## src/rtl/can_fc_pkg.sv

```systemverilog
// Package: shared types for the fault-confinement counter block.
// Assumes: nothing beyond IEEE 1800-2017.
package can_fc_pkg;
    typedef enum logic [1:0] {
        FC_ACTIVE  = 2'd0,
        FC_PASSIVE = 2'd1,
        FC_BUSOFF  = 2'd2
    } fc_state_t;
endpackage

```

## src/rtl/can_fc_err_counter.sv

```systemverilog
// Module: saturating up/down error counter with two selectable up-steps.
// Priority per cycle: clear, then load, then increment, then decrement.
// An optional sticky overflow flag records an increment past the maximum.
// Assumes: STEP_A and STEP_B are below 2**W.
module can_fc_err_counter #(
    parameter int W       = 8,
    parameter int STEP_A  = 1,
    parameter int STEP_B  = 8,
    parameter bit HAS_OVF = 1'b1
) (
    input  logic         clk,
    input  logic         rst_n,
    input  logic         clear,
    input  logic         load,
    input  logic [W-1:0] load_val,
    input  logic         inc,
    input  logic         inc_big,
    input  logic         dec,
    output logic [W-1:0] cnt,
    output logic         ovf
);
    localparam logic [W:0]   CNT_MAX_EXT = {1'b0, {W{1'b1}}};
    localparam logic [W:0]   STEP_A_V    = (W+1)'(STEP_A);
    localparam logic [W:0]   STEP_B_V    = (W+1)'(STEP_B);

    logic [W-1:0] cnt_q;
    logic [W-1:0] cnt_d;
    logic [W:0]   sum;
    logic         wrap;

    // Purpose: widened sum of the count and the selected step.
    always_comb begin
        sum = {1'b0, cnt_q} + (inc_big ? STEP_B_V : STEP_A_V);
    end

    // Purpose: an increment that actually applies and passes the maximum.
    assign wrap = inc && !clear && !load && (sum > CNT_MAX_EXT);

    // Purpose: next-count selection in priority order.
    always_comb begin
        cnt_d = cnt_q;
        if (clear) begin
            cnt_d = '0;
        end else if (load) begin
            cnt_d = load_val;
        end else if (inc) begin
            cnt_d = wrap ? CNT_MAX_EXT[W-1:0] : sum[W-1:0];
        end else if (dec && (cnt_q != '0)) begin
            cnt_d = cnt_q - 1'b1;
        end
    end

    // Purpose: count register.
    always_ff @(posedge clk) begin
        if (!rst_n) cnt_q <= '0;
        else        cnt_q <= cnt_d;
    end

    assign cnt = cnt_q;

    generate
        if (HAS_OVF) begin : g_ovf
            logic ovf_q;
            // Purpose: sticky overflow flag, cleared only by reset or clear.
            always_ff @(posedge clk) begin
                if (!rst_n)     ovf_q <= 1'b0;
                else if (clear) ovf_q <= 1'b0;
                else if (wrap)  ovf_q <= 1'b1;
            end
            assign ovf = ovf_q;
        end else begin : g_no_ovf
            logic unused_wrap;
            assign unused_wrap = wrap;
            assign ovf = 1'b0;
        end
    endgenerate
endmodule

```

## src/rtl/can_fc_state_decode.sv

```systemverilog
// Module: derives the fault-confinement state from the counters and bus-off flag.
// Bus-off dominates; otherwise passive when either count reaches the threshold.
// Assumes: the inputs are registered values.
module can_fc_state_decode
    import can_fc_pkg::*;
#(
    parameter int W           = 8,
    parameter int PASSIVE_LIM = 128
) (
    input  logic [W-1:0] tx_cnt,
    input  logic [W-1:0] rx_cnt,
    input  logic         boff,
    output fc_state_t    state
);
    localparam logic [W-1:0] LIM_V = W'(PASSIVE_LIM);

    // Purpose: state selection with bus-off first.
    always_comb begin
        if (boff)                                   state = FC_BUSOFF;
        else if ((tx_cnt >= LIM_V) || (rx_cnt >= LIM_V)) state = FC_PASSIVE;
        else                                        state = FC_ACTIVE;
    end
endmodule

```

## src/rtl/can_fault_counters.sv

```systemverilog
// Module: top of the fault-confinement block. Holds the transmit and
// receive error counters, the bus-off flag and the state outputs.
// Assumes: event inputs are one-cycle pulses synchronous to clk.
module can_fault_counters
    import can_fc_pkg::*;
#(
    parameter int CNT_W       = 8,
    parameter int TX_ERR_STEP = 8,
    parameter int RX_ERR_STEP = 1,
    parameter int RX_PRI_STEP = 8,
    parameter int PASSIVE_LIM = 128
) (
    input  logic             clk,
    input  logic             rst_n,
    input  logic             tx_err_evt,
    input  logic             rx_err_evt,
    input  logic             rx_err_primary,
    input  logic             tx_ok_evt,
    input  logic             rx_ok_evt,
    input  logic             sw_init,
    input  logic             cnt_wr_en,
    input  logic [CNT_W-1:0] cnt_wr_data,
    input  logic             busoff_recover,
    output logic [CNT_W-1:0] tx_err_cnt,
    output logic [CNT_W-1:0] rx_err_cnt,
    output logic             err_active,
    output logic             err_passive,
    output logic             bus_off
);
    logic      load_ok;
    logic      tx_ovf;
    logic      rx_ovf;
    fc_state_t state;

    // Purpose: a shared load is honoured only during software init.
    assign load_ok = sw_init && cnt_wr_en;

    can_fc_err_counter #(
        .W(CNT_W), .STEP_A(TX_ERR_STEP), .STEP_B(TX_ERR_STEP), .HAS_OVF(1'b1)
    ) u_tx_cnt (
        .clk(clk), .rst_n(rst_n), .clear(busoff_recover), .load(load_ok),
        .load_val(cnt_wr_data), .inc(tx_err_evt), .inc_big(1'b0),
        .dec(tx_ok_evt), .cnt(tx_err_cnt), .ovf(tx_ovf)
    );

    can_fc_err_counter #(
        .W(CNT_W), .STEP_A(RX_ERR_STEP), .STEP_B(RX_PRI_STEP), .HAS_OVF(1'b0)
    ) u_rx_cnt (
        .clk(clk), .rst_n(rst_n), .clear(busoff_recover), .load(load_ok),
        .load_val(cnt_wr_data), .inc(rx_err_evt), .inc_big(rx_err_primary),
        .dec(rx_ok_evt), .cnt(rx_err_cnt), .ovf(rx_ovf)
    );

    can_fc_state_decode #(
        .W(CNT_W), .PASSIVE_LIM(PASSIVE_LIM)
    ) u_decode (
        .tx_cnt(tx_err_cnt), .rx_cnt(rx_err_cnt), .boff(tx_ovf), .state(state)
    );

    logic unused_rx_ovf;
    assign unused_rx_ovf = rx_ovf;

    // Purpose: one-hot status outputs from the decoded state.
    assign err_active  = (state == FC_ACTIVE);
    assign err_passive = (state == FC_PASSIVE);
    assign bus_off     = (state == FC_BUSOFF);
endmodule

```

## config.mk

```make
export PLATFORM = sky130hd
export DESIGN_NAME = can_fault_counters
export DESIGN_NICKNAME = d
export VERILOG_FILES = /design/src/rtl/can_fc_pkg.sv /design/src/rtl/can_fc_err_counter.sv /design/src/rtl/can_fc_state_decode.sv /design/src/rtl/can_fault_counters.sv
export SDC_FILE = /design/constraint.sdc
export NUM_CORES = 1
export LEC_CHECK = 0
export CORE_UTILIZATION = 50
export CTS_CLUSTER_DIAMETER = 40
export CTS_CLUSTER_SIZE = 10
export DETAILED_ROUTE_END_ITERATION = 7
export PLACE_DENSITY_LB_ADDON = 0.15
export SYNTH_ARGS = -nofsm -noshare
export SYNTH_HDL_FRONTEND = slang
export SYNTH_SLANG_ARGS = --single-unit
```

## constraint.sdc

```tcl
create_clock -name clk -period 2.9 [get_ports clk]
set_input_delay 0.435 -clock clk [delete_from_list [all_inputs] [get_ports clk]]
set_output_delay 0.435 -clock clk [all_outputs]
set_load 0.05 [all_outputs]
```

Word level (Yosys, flattened, before mapping). Cells that the tools add are included.

Bits in registers: 17. Word-level logic and storage cells: 43.

Add/sub/neg operators: 4. Magnitude comparators: 4. Equality and inequality tests: 2. Muxes and demuxes: 11. Bitwise operators: 1. Reduce and logical (&&, ||, !) cells: 18.

Operators with widths (count): 8-bit 2-to-1 mux (8); 9-bit by 8-bit greater-than comparator with 1-bit output, second input constant (2); 8-bit greater-or-equal comparator, second input constant (2); 8-bit nonzero test (2); 8-bit by 1-bit subtractor with 8-bit output, second input constant (2); 8-bit by 4-bit adder with 9-bit output, second input constant (1); 8-bit by 9-bit adder with 9-bit output (1); 1-bit logical AND (9); 3-bit nonzero test (2); 4-bit 2-to-1 mux (1); 2-bit by 1-bit == test with 1-bit output, second input constant (1); 2-bit == test, second input constant (1); 1-bit zero test (2); 2-bit zero test (1); 2-bit 2-to-1 mux (1); 2-bit OR reduction (1); 1-bit logical OR (1); 1-bit 2-to-1 mux (1); 1-bit inverter (1).

Depth between registers and ports, before layout. Gate-level depths: netlist of run 1.

Word-level depth: 7. Gate-level depth with buffers: 8. Gate-level depth less buffers: 8.

Hierarchy. A second synthesis of run 1 with hierarchy kept.

Cells, all modules: 214. Area total of the unflattened synthesis: 1695.4 µm².

By module, submodules not included: can_fc_err_counter at u_rx_cnt (times used 1, cells each 106, area an instance 847.1 µm²); can_fc_err_counter at u_tx_cnt (times used 1, cells each 101, area an instance 802.0 µm²); can_fault_counters (times used 1, cells each 5, area an instance 28.8 µm²); can_fc_state_decode (times used 1, cells each 2, area an instance 17.5 µm²).

Worst setup path after synthesis of run 1. OpenSTA, ideal clock, no wires.

Path kind: register -> register. Start: reg u_tx_cnt.cnt_q[3] (netlist: u_tx_cnt.cnt[3]). End: reg u_tx_cnt.cnt_q[4] (netlist: u_tx_cnt.cnt[4]). Arrival time: 2.296 ns. Path slack: 0.526 ns. Cell stages (with the launch flop): 9. Clock period less this slack: 2.374 ns. Path through: dfxtp_1 -> clkbuf_1 -> inv_1 -> ha_1 -> nand2_1 -> o2111ai_1 -> a211oi_1 -> nor4bb_1 -> nor3_1.

Cells in the longest elaborated chain, start to end: 6. Elaborated cells on any way between the ends: 11. Classes of those cells: 2 x add/sub; 1 x order compare; 4 x mux; 4 x reduce/logical.

Ends and longest elaborated chain: from (decl) (line can_fc_err_counter.sv:26) `logic [W-1:0] cnt_q;`; from (signal assigned) (line can_fc_err_counter.sv:56) `else cnt_q <= cnt_d;`; 8-bit by 4-bit adder with 9-bit output (line can_fc_err_counter.sv:33) `sum = {1'b0, cnt_q} + (inc_big ? STEP_B_V : STEP_A_V);`; 9-bit by 8-bit greater-than comparator with 1-bit output (line can_fc_err_counter.sv:37) `assign wrap = inc && !clear && !load && (sum > CNT_MAX_EXT);`; 1-bit logical AND (line can_fc_err_counter.sv:37); 8-bit 2-to-1 mux (line can_fc_err_counter.sv:47) `cnt_d = wrap ? CNT_MAX_EXT[W-1:0] : sum[W-1:0];`; 8-bit 2-to-1 mux (line can_fc_err_counter.sv:46) `end else if (inc) begin`; 8-bit 2-to-1 mux (line can_fc_err_counter.sv:44) `end else if (load) begin`.

Parallel ways exist; a longest one is shown, timed or not. The select of a mux whose other input is x is not followed. A chain may end at the register's enable or synchronous reset.

Worst setup path in the final report of run 1.
Start: reg u_rx_cnt.cnt_q[5] (netlist: u_rx_cnt.cnt[5]). End: reg u_rx_cnt.cnt_q[1] (netlist: u_rx_cnt.cnt[1]).

Cells in the longest elaborated chain, start to end: 6. Elaborated cells on any way between the ends: 9. Classes of those cells: 1 x add/sub; 1 x order compare; 3 x mux; 4 x reduce/logical.

Ends and longest elaborated chain (line): from (decl) (can_fc_err_counter.sv:26); from (signal assigned) (can_fc_err_counter.sv:56); 8-bit by 9-bit adder with 9-bit output (can_fc_err_counter.sv:33); 9-bit by 8-bit greater-than comparator with 1-bit output (can_fc_err_counter.sv:37); 1-bit logical AND (can_fc_err_counter.sv:37); 8-bit 2-to-1 mux (can_fc_err_counter.sv:47); 8-bit 2-to-1 mux (can_fc_err_counter.sv:46); 8-bit 2-to-1 mux (can_fc_err_counter.sv:44).

Parallel ways exist; a longest one is shown, timed or not.

==> metrics.md, run 1 <==
| Metric | Value |
|---|---|
| Worst-Skew Late Latency | ~300 ps |
| Congestion Overflow GR | 0 |
| Wire length of the first global-routing pass | around 7.0 mm |
| Diode count | 0 |
| Final Cycle Share | 0.7839 |
| Relative slew slack | 0.5353 |
| Synth unique cells | 50 |
| Ports | 37 |
| Filler-free cell count of the finished design | approximately 290 |
| Antenna violations before repair | 0 |
| Die ar. | between 3000 and 4000 um^2 |
| DRC violation total after the first TritonRoute iteration | 103 |
| Minimum clock period | between 2000 and 2500 ps |
| Worst-path maximum fanout | 9 |
| Max Cap Viol | 0 |
| Post-Syn Area | ~1600 um^2 |
| Post-CTS Setup Bufs | 0 |
| Number of synthesized register bits | 17 |
| IO buf count | 36 |
| Root Driver | clkbuf_4 |
| Highest clock rate | 439.9 MHz |
| Reg2reg end | u_rx_cnt.cnt[1] |
| Max Slew Vio Count | 0 |
| Cell taking the most area after synthesis | dfxtp_1 |
| Initial core utilization | 0.5248 |
| HP Class | reg -> reg |
| Clk sinks | 17 |
| Clock buffer count from CTS | 3 |
| Row cnt | 20 |
| Hold buffers post-CTS | 0 |
| R2r worst-path depth | 5 |
| Synth top cells by count | 19 x nand2_1, 17 x dfxtp_1, 17 x nor2_1 |
| CP startpoint kind | flop |
| CTS tree | built |
| Vias per cell | between 6 and 7 |
| Worst reg2reg startpoint | u_rx_cnt.cnt[5] |
| Worst Max-Slew Pin Slew | just under 700 ps |
| Hold Path Origin | u_tx_cnt.ovf |
| Post-Route WL | about 4.2 mm |
| Crit end category | flop |
| Number of fill cells in the layout | between 200 and 300 |
| Reg-to-reg setup timing slack | 630 ps |
| Max IR drop VDD | ~0.00025 V |
| RSZ-0062 raised after global routing | no |
| Setup crit start | u_rx_cnt.cnt[5] |
| Synth Area per Inst | 7.323 um^2 |
| Mapped Cells | around 220 |
| Pre-Repair DR Iteration Count | 5 |
| Top_reg_cell synth | dfxtp_1 |
| Layout cells sized above 1 | 0.05668 |
| Top cell type's share of synthesized area | 0.2142 |
| CP arrival | 2480 ps |
| Final Util | 0.6620 |
| H-tree Lvls | 1 |
| Number of global-route vias before repair | 1487 |
| Hold Fails Final Rpt | 0 |
| Hold depth | 2 |
| Leakage | about 0.75 nW |
| Clock Skew | about 1.7 ps |
| Detailed placement HPWL | between 3 and 4 mm |
| Post-DR wirelength/cell | around 15 um |
| Warnings from Yosys | 0 |
| Layout Nets | around 280 |
| Largest net degree at the start of global routing | 17 |
| PD cells | 365.3 nW/um^2 |
| Via Count | 1773 |
| Detail Route Antenna Nets | 0 |
| Clock transition at path regs | ~100 ps |
| Placed Cells | between 200 and 300 |
| Synth top area cells | dfxtp_1 21%, ha_1 9.4%, nand2_1 4.5% |
| DR DRC count | 0 |
| Die width | slightly below 60 um |
| Gpl congestion | between 0.9 and 1 |
| Syn nets | 247 |
| Post_cts resized | 0 |
| FFs w/ async S/R, synth | 0 |
| CP Class | reg -> reg |
| Core area | 3028 um^2 |
| Sequential element share of the synthesized area | 0.2142 |
| GRT Overall Usage | 0.2595 |
| Status | complete, no violations |
| Die Span Y | 58.38 um |
| Top-count cell post-synth | nand2_1 |
| Finish-stage setup viols | 0 |
| Min Hold Slack | 525.5 ps |
| Hold Path Sink | u_tx_cnt.ovf |
| Crit path required time | ~3100 ps |
| Area Growth Syn to Fin | 26.14% |
| Tot Pwr | 732.3 uW |
| CTS Buffer Depth | 2 |
| Post-synth EDFFs | 0 |
| Sum Neg Setup Slack | 0 ps |
## cells in the final DEF, fill, tap and decap left out, drive strengths merged, types with 2 or more instances in the layout
cell	instances
a21oi	11
nor2b	2
inv	11
dfxtp	17
nand3	8
a211oi	5
clkbuf	4
xnor2	3
o22ai	3
and4	2
buf	5
o211ai	5
o311ai	3
a21o	2
nor2	17
nand2	19
a221oi	2
xor2	4
nor4	2
or4	4
o2111ai	2
nor4b	2
clkdlybuf4s50	36
o21ai	13
or3	5
ha	12
nor3	14
a311oi	3
nand4	4
nand2b	5
o31a	2
mux2i	2
a31oi	3
## state kept, by name, indices dropped and copies added (netlist names)
signal	cells
u_rx_cnt.cnt	8
u_tx_cnt.cnt	8
u_tx_cnt.ovf	1
## metal layers
layer	GRT usage	up-vias	share of wire
met5	0	-	0
met4	0.02041	0	0
met3	0.04396	0	0.067
met2	0.4105	68	0.44
met1	0.3861	834	0.49
li1	-	871	-
## stage by stage
step	instance area, um^2	setup WS [ps]
global route	2004	458.5
global placement	1978	398.4
finish	2004	626.7
floorplan	1589	525.9
CTS	2004	628.9
detailed placement	1978	345.0
## critical path, stage by stage, from the launching register on
cell	delay, ps
dfxtp_1	420
or4_4	590
o41a_1	370
nor3_2	440
a21oi_1	100
a221oi_1	270
## cells by family after synthesis
group           Yosys count  share of synthesized area
simple gates             90                     0.3016
compound gates           63                     0.2725
buf+inv                  26                    0.06614
flops                    17                     0.2142
fa+ha+maj                12                    0.09449
xor+xnor                  7                    0.03858
mux                       2                    0.01260
## how the worst max path moves through the flow
stage	to	cells past startpoint
6_report	u_rx_cnt.cnt[1]	5
5_1_grt	u_tx_cnt.cnt[2]	7
4_1_cts	u_rx_cnt.cnt[1]	5
3_5_place_dp	u_rx_cnt.cnt[3]	9
3_3_place_gp	u_rx_cnt.cnt[3]	9
2_1_floorplan	u_tx_cnt.cnt[4]	8
## final cells by class
type / instances / area (um^2) / share of cell area
multi-input combinational: 174 / 1144 / 0.5705
timing repair buffer: 41 / 397.9 / 0.1985
sequential: 17 / 340.3 / 0.1698
tap: 44 / 55.05 / 0.02747
inverter: 11 / 41.29 / 0.02060
clock buffer: 4 / 26.28 / 0.01311
## where the power goes
part           switching, mW  internal, mW  leakage [nW]
Combinational          0.189         0.133         0.592
Sequential            0.0301         0.248         0.139
Clock                 0.0788        0.0536        0.0150
(Power assumes the default switching activity.)
==> run 2: changes to the inputs <==
==> constraint.sdc (replaced) <==
create_clock -name clk -period 2.25 [get_ports clk]
set_input_delay 0.3375 -clock clk [delete_from_list [all_inputs] [get_ports clk]]
set_output_delay 0.3375 -clock clk [all_outputs]
set_load 0.05 [all_outputs]
==> run 2 against run 1 <==
  * Flip-flop and latch count is the same
  * Sequential share of layout area shrank 0.92 points
  * Critical path depth down 2
  * Global-route usage grew 3.1 points
  * Utilization up 5.3 points
  * Clock power grew 30%
  * Combinational power is 44% higher
  * Hold slack better by 1.9 ps
  * Sequential power increased by 26%
  * Critical path type is now reg -> out
  * Largest power group unchanged
  * Highest routed layer unchanged
==> metrics.md, run 2 (synthesized netlist as in run 1, its figures left out) <==
| Metric | Value |
|---|---|
| Status | complete, no violations |
| Clock Skew | between 8 and 9 ps |
| Reg power frac | 0.355 |
| Area occupied by multi-input gates | ~1100 um^2 |
| CP arrival | 1800 ps |
| Reg area | 347.8 um^2 |
| Vias per cell | between 5 and 6 |
| Post-DR wirelength/cell | between 10 and 15 um |
| Highest clock rate | approximately 470 MHz |
| Finish-stage setup viols | 0 |
| Wire length of the first global-routing pass | approximately 7.6 mm |
| Reg-to-reg setup timing slack | ~120 ps |
| CP startpoint kind | flop |
| Antenna violations before repair | 0 |
| CP Capture Point | err_passive |
| Post_cts resized | 0 |
| Root Driver | clkbuf_4 |
| CP max-delay cell | clkdlybuf4s50_1 |
| Gpl congestion | around 0.93 |
| Worst-path maximum fanout | 9 |
| Ports | 37 |
| Commonest non-fill, non-tap cell in the layout | clkdlybuf4s50_1 |
| Die width | about 58 um |
| Hold depth | 2 |
| RSZ-0062 raised after global routing | no |
| Placed inst area | around 2100 um^2 |
| Worst Max-Slew Pin Slew | around 510 ps |
| Max Cap Viol | 0 |
| Crit end category | primary output |
| Fin worst setup slack | ~120 ps |
| Pre-Repair DR Iteration Count | 5 |
| Initial core utilization | 0.5248 |
| Post-Route WL | ~4.6 mm |
| IO buf count | 36 |
| R2r worst-path depth | 5 |
| Most common cell on crit path | nor2_1 |
| Largest net degree at the start of global routing | 19 |
| Setup crit start | u_rx_cnt.cnt[7] |
| Area Growth Syn to Fin | 36.30% |
| PD cells | 454.2 nW/um^2 |
| CP peak stage delay | 800 ps |
| Tot Pwr | roughly 1000 uW |
| Placed Cells | between 300 and 400 |
| Via Count | 1836 |
| Filler-free cell count of the finished design | 309 |
| Number of fill cells in the layout | about 270 |
| Layout Nets | about 300 |
| Post-CTS Setup Bufs | 0 |
| Minimum clock period | around 2100 ps |
| HP Class | reg -> reg |
| Detail Route Antenna Nets | 0 |
| Row cnt | 20 |
| Worst path cell trace | nor2_1 > nor2_1 > clkdlybuf4s50_1 |
| Max Slew Vio Count | 0 |
| Die Span Y | between 50 and 60 um |
| Clock transition at path regs | between 100 and 150 ps |
| GRT Overall Usage | 0.2900 |
| Place WS | -123.6 ps |
| Clock power frac | 0.174 |
| Layout cells sized above 1 | 0.1434 |
| Clock buffer count from CTS | 3 |
| H-tree Lvls | 1 |
| Max IR drop VDD | 0.0003776 V |
| Detailed placement HPWL | around 3.5 mm |
| Finished Cell Area | ~2200 um^2 |
| CTS tree | built |
| Hold Fails Final Rpt | 0 |
| Clk sinks | 17 |
| Die ar. | between 3000 and 4000 um^2 |
| Final Cycle Share | 0.9481 |
| Logic gate share of total power | 0.471 |
| Hold buffers post-CTS | 0 |
| Reg2reg end | u_rx_cnt.cnt[7] |
| Sw frac | 0.4038 |
| Number of global-route vias before repair | 1614 |
| DR DRC count | 0 |
| CP Class | reg -> out |
| CTS Buffer Depth | 2 |
| Core area | roughly 3000 um^2 |
| DRC violation total after the first TritonRoute iteration | approximately 120 |
| Worst-Skew Late Latency | ~300 ps |
| Diode count | 0 |
| Crit path required time | 1910 ps |
| Congestion Overflow GR | 0 |
| Most frequent cells in the layout | 36 x clkdlybuf4s50_1, 22 x buf_4, 19 x nand2_1, 17 x nor2_1 |
| Int Power | a little under 600 uW |
| Total net switching power | around 400 uW |
| Leakage | about 0.84 nW |
| Relative slew slack | 0.6569 |
| Worst reg2reg startpoint | u_rx_cnt.cnt[5] |
run 2: metal layers:
layer / wire (um) / part of all wire / global-route usage
met5: 0 / 0 / 0
met4: 0 / 0 / 0.01020
met3: 404 / 0.089 / 0.06593
met2: 1984 / 0.44 / 0.4565
met1: 2164 / 0.48 / 0.4278
run 2: power by group through the flow:
stage	combinational, mW	clock (mW)	sequential, mW
5_1_grt	0.503	0.186	0.353
2_1_floorplan	0.236	0	0.410
3_5_place_dp	0.457	0	0.355
6_report	0.463	0.171	0.349
3_3_place_gp	0.453	0	0.355
4_1_cts	0.460	0.173	0.348
run 2: area by class of cell:
cell class              count  share of cell area
multi-input cells         174              0.5303
clock inverters             1            0.002311
repair buffers             59              0.2519
flip-flops and latches     17              0.1606
clock buffers               3             0.01040
well taps                  44             0.02542
inverters                  11             0.01906
run 2: metrics by stage:
step | hold WS, ps | TNS, ps | util
6_report | 527.4 | 0 | 0.7153
5_1_grt | 571.0 | 0 | 0.7153
4_1_cts | 532.7 | 0 | 0.7153
3_5_place_dp | 514.4 | -132.7 | 0.7062
3_3_place_gp | 499.9 | -75.53 | 0.7062
2_1_floorplan | 485.6 | 0 | -
run 2: worst min-delay path by stage:
stage,from,endpoint
finish,u_tx_cnt.ovf,u_tx_cnt.ovf
global route,u_tx_cnt.ovf,u_tx_cnt.ovf
CTS,u_tx_cnt.ovf,u_tx_cnt.ovf
detailed placement,u_tx_cnt.ovf,u_tx_cnt.ovf
global placement,u_tx_cnt.ovf,u_tx_cnt.ovf
floorplan,u_tx_cnt.ovf,u_tx_cnt.ovf
run 2: critical path, delay by kind of cell (launching register included):
| family | cells | cell delay, ps |
|---|---|---|
| buffers and inverters | 1 | 800 |
| flip-flops | 1 | 520 |
| AND/OR/NAND/NOR | 2 | 170 |
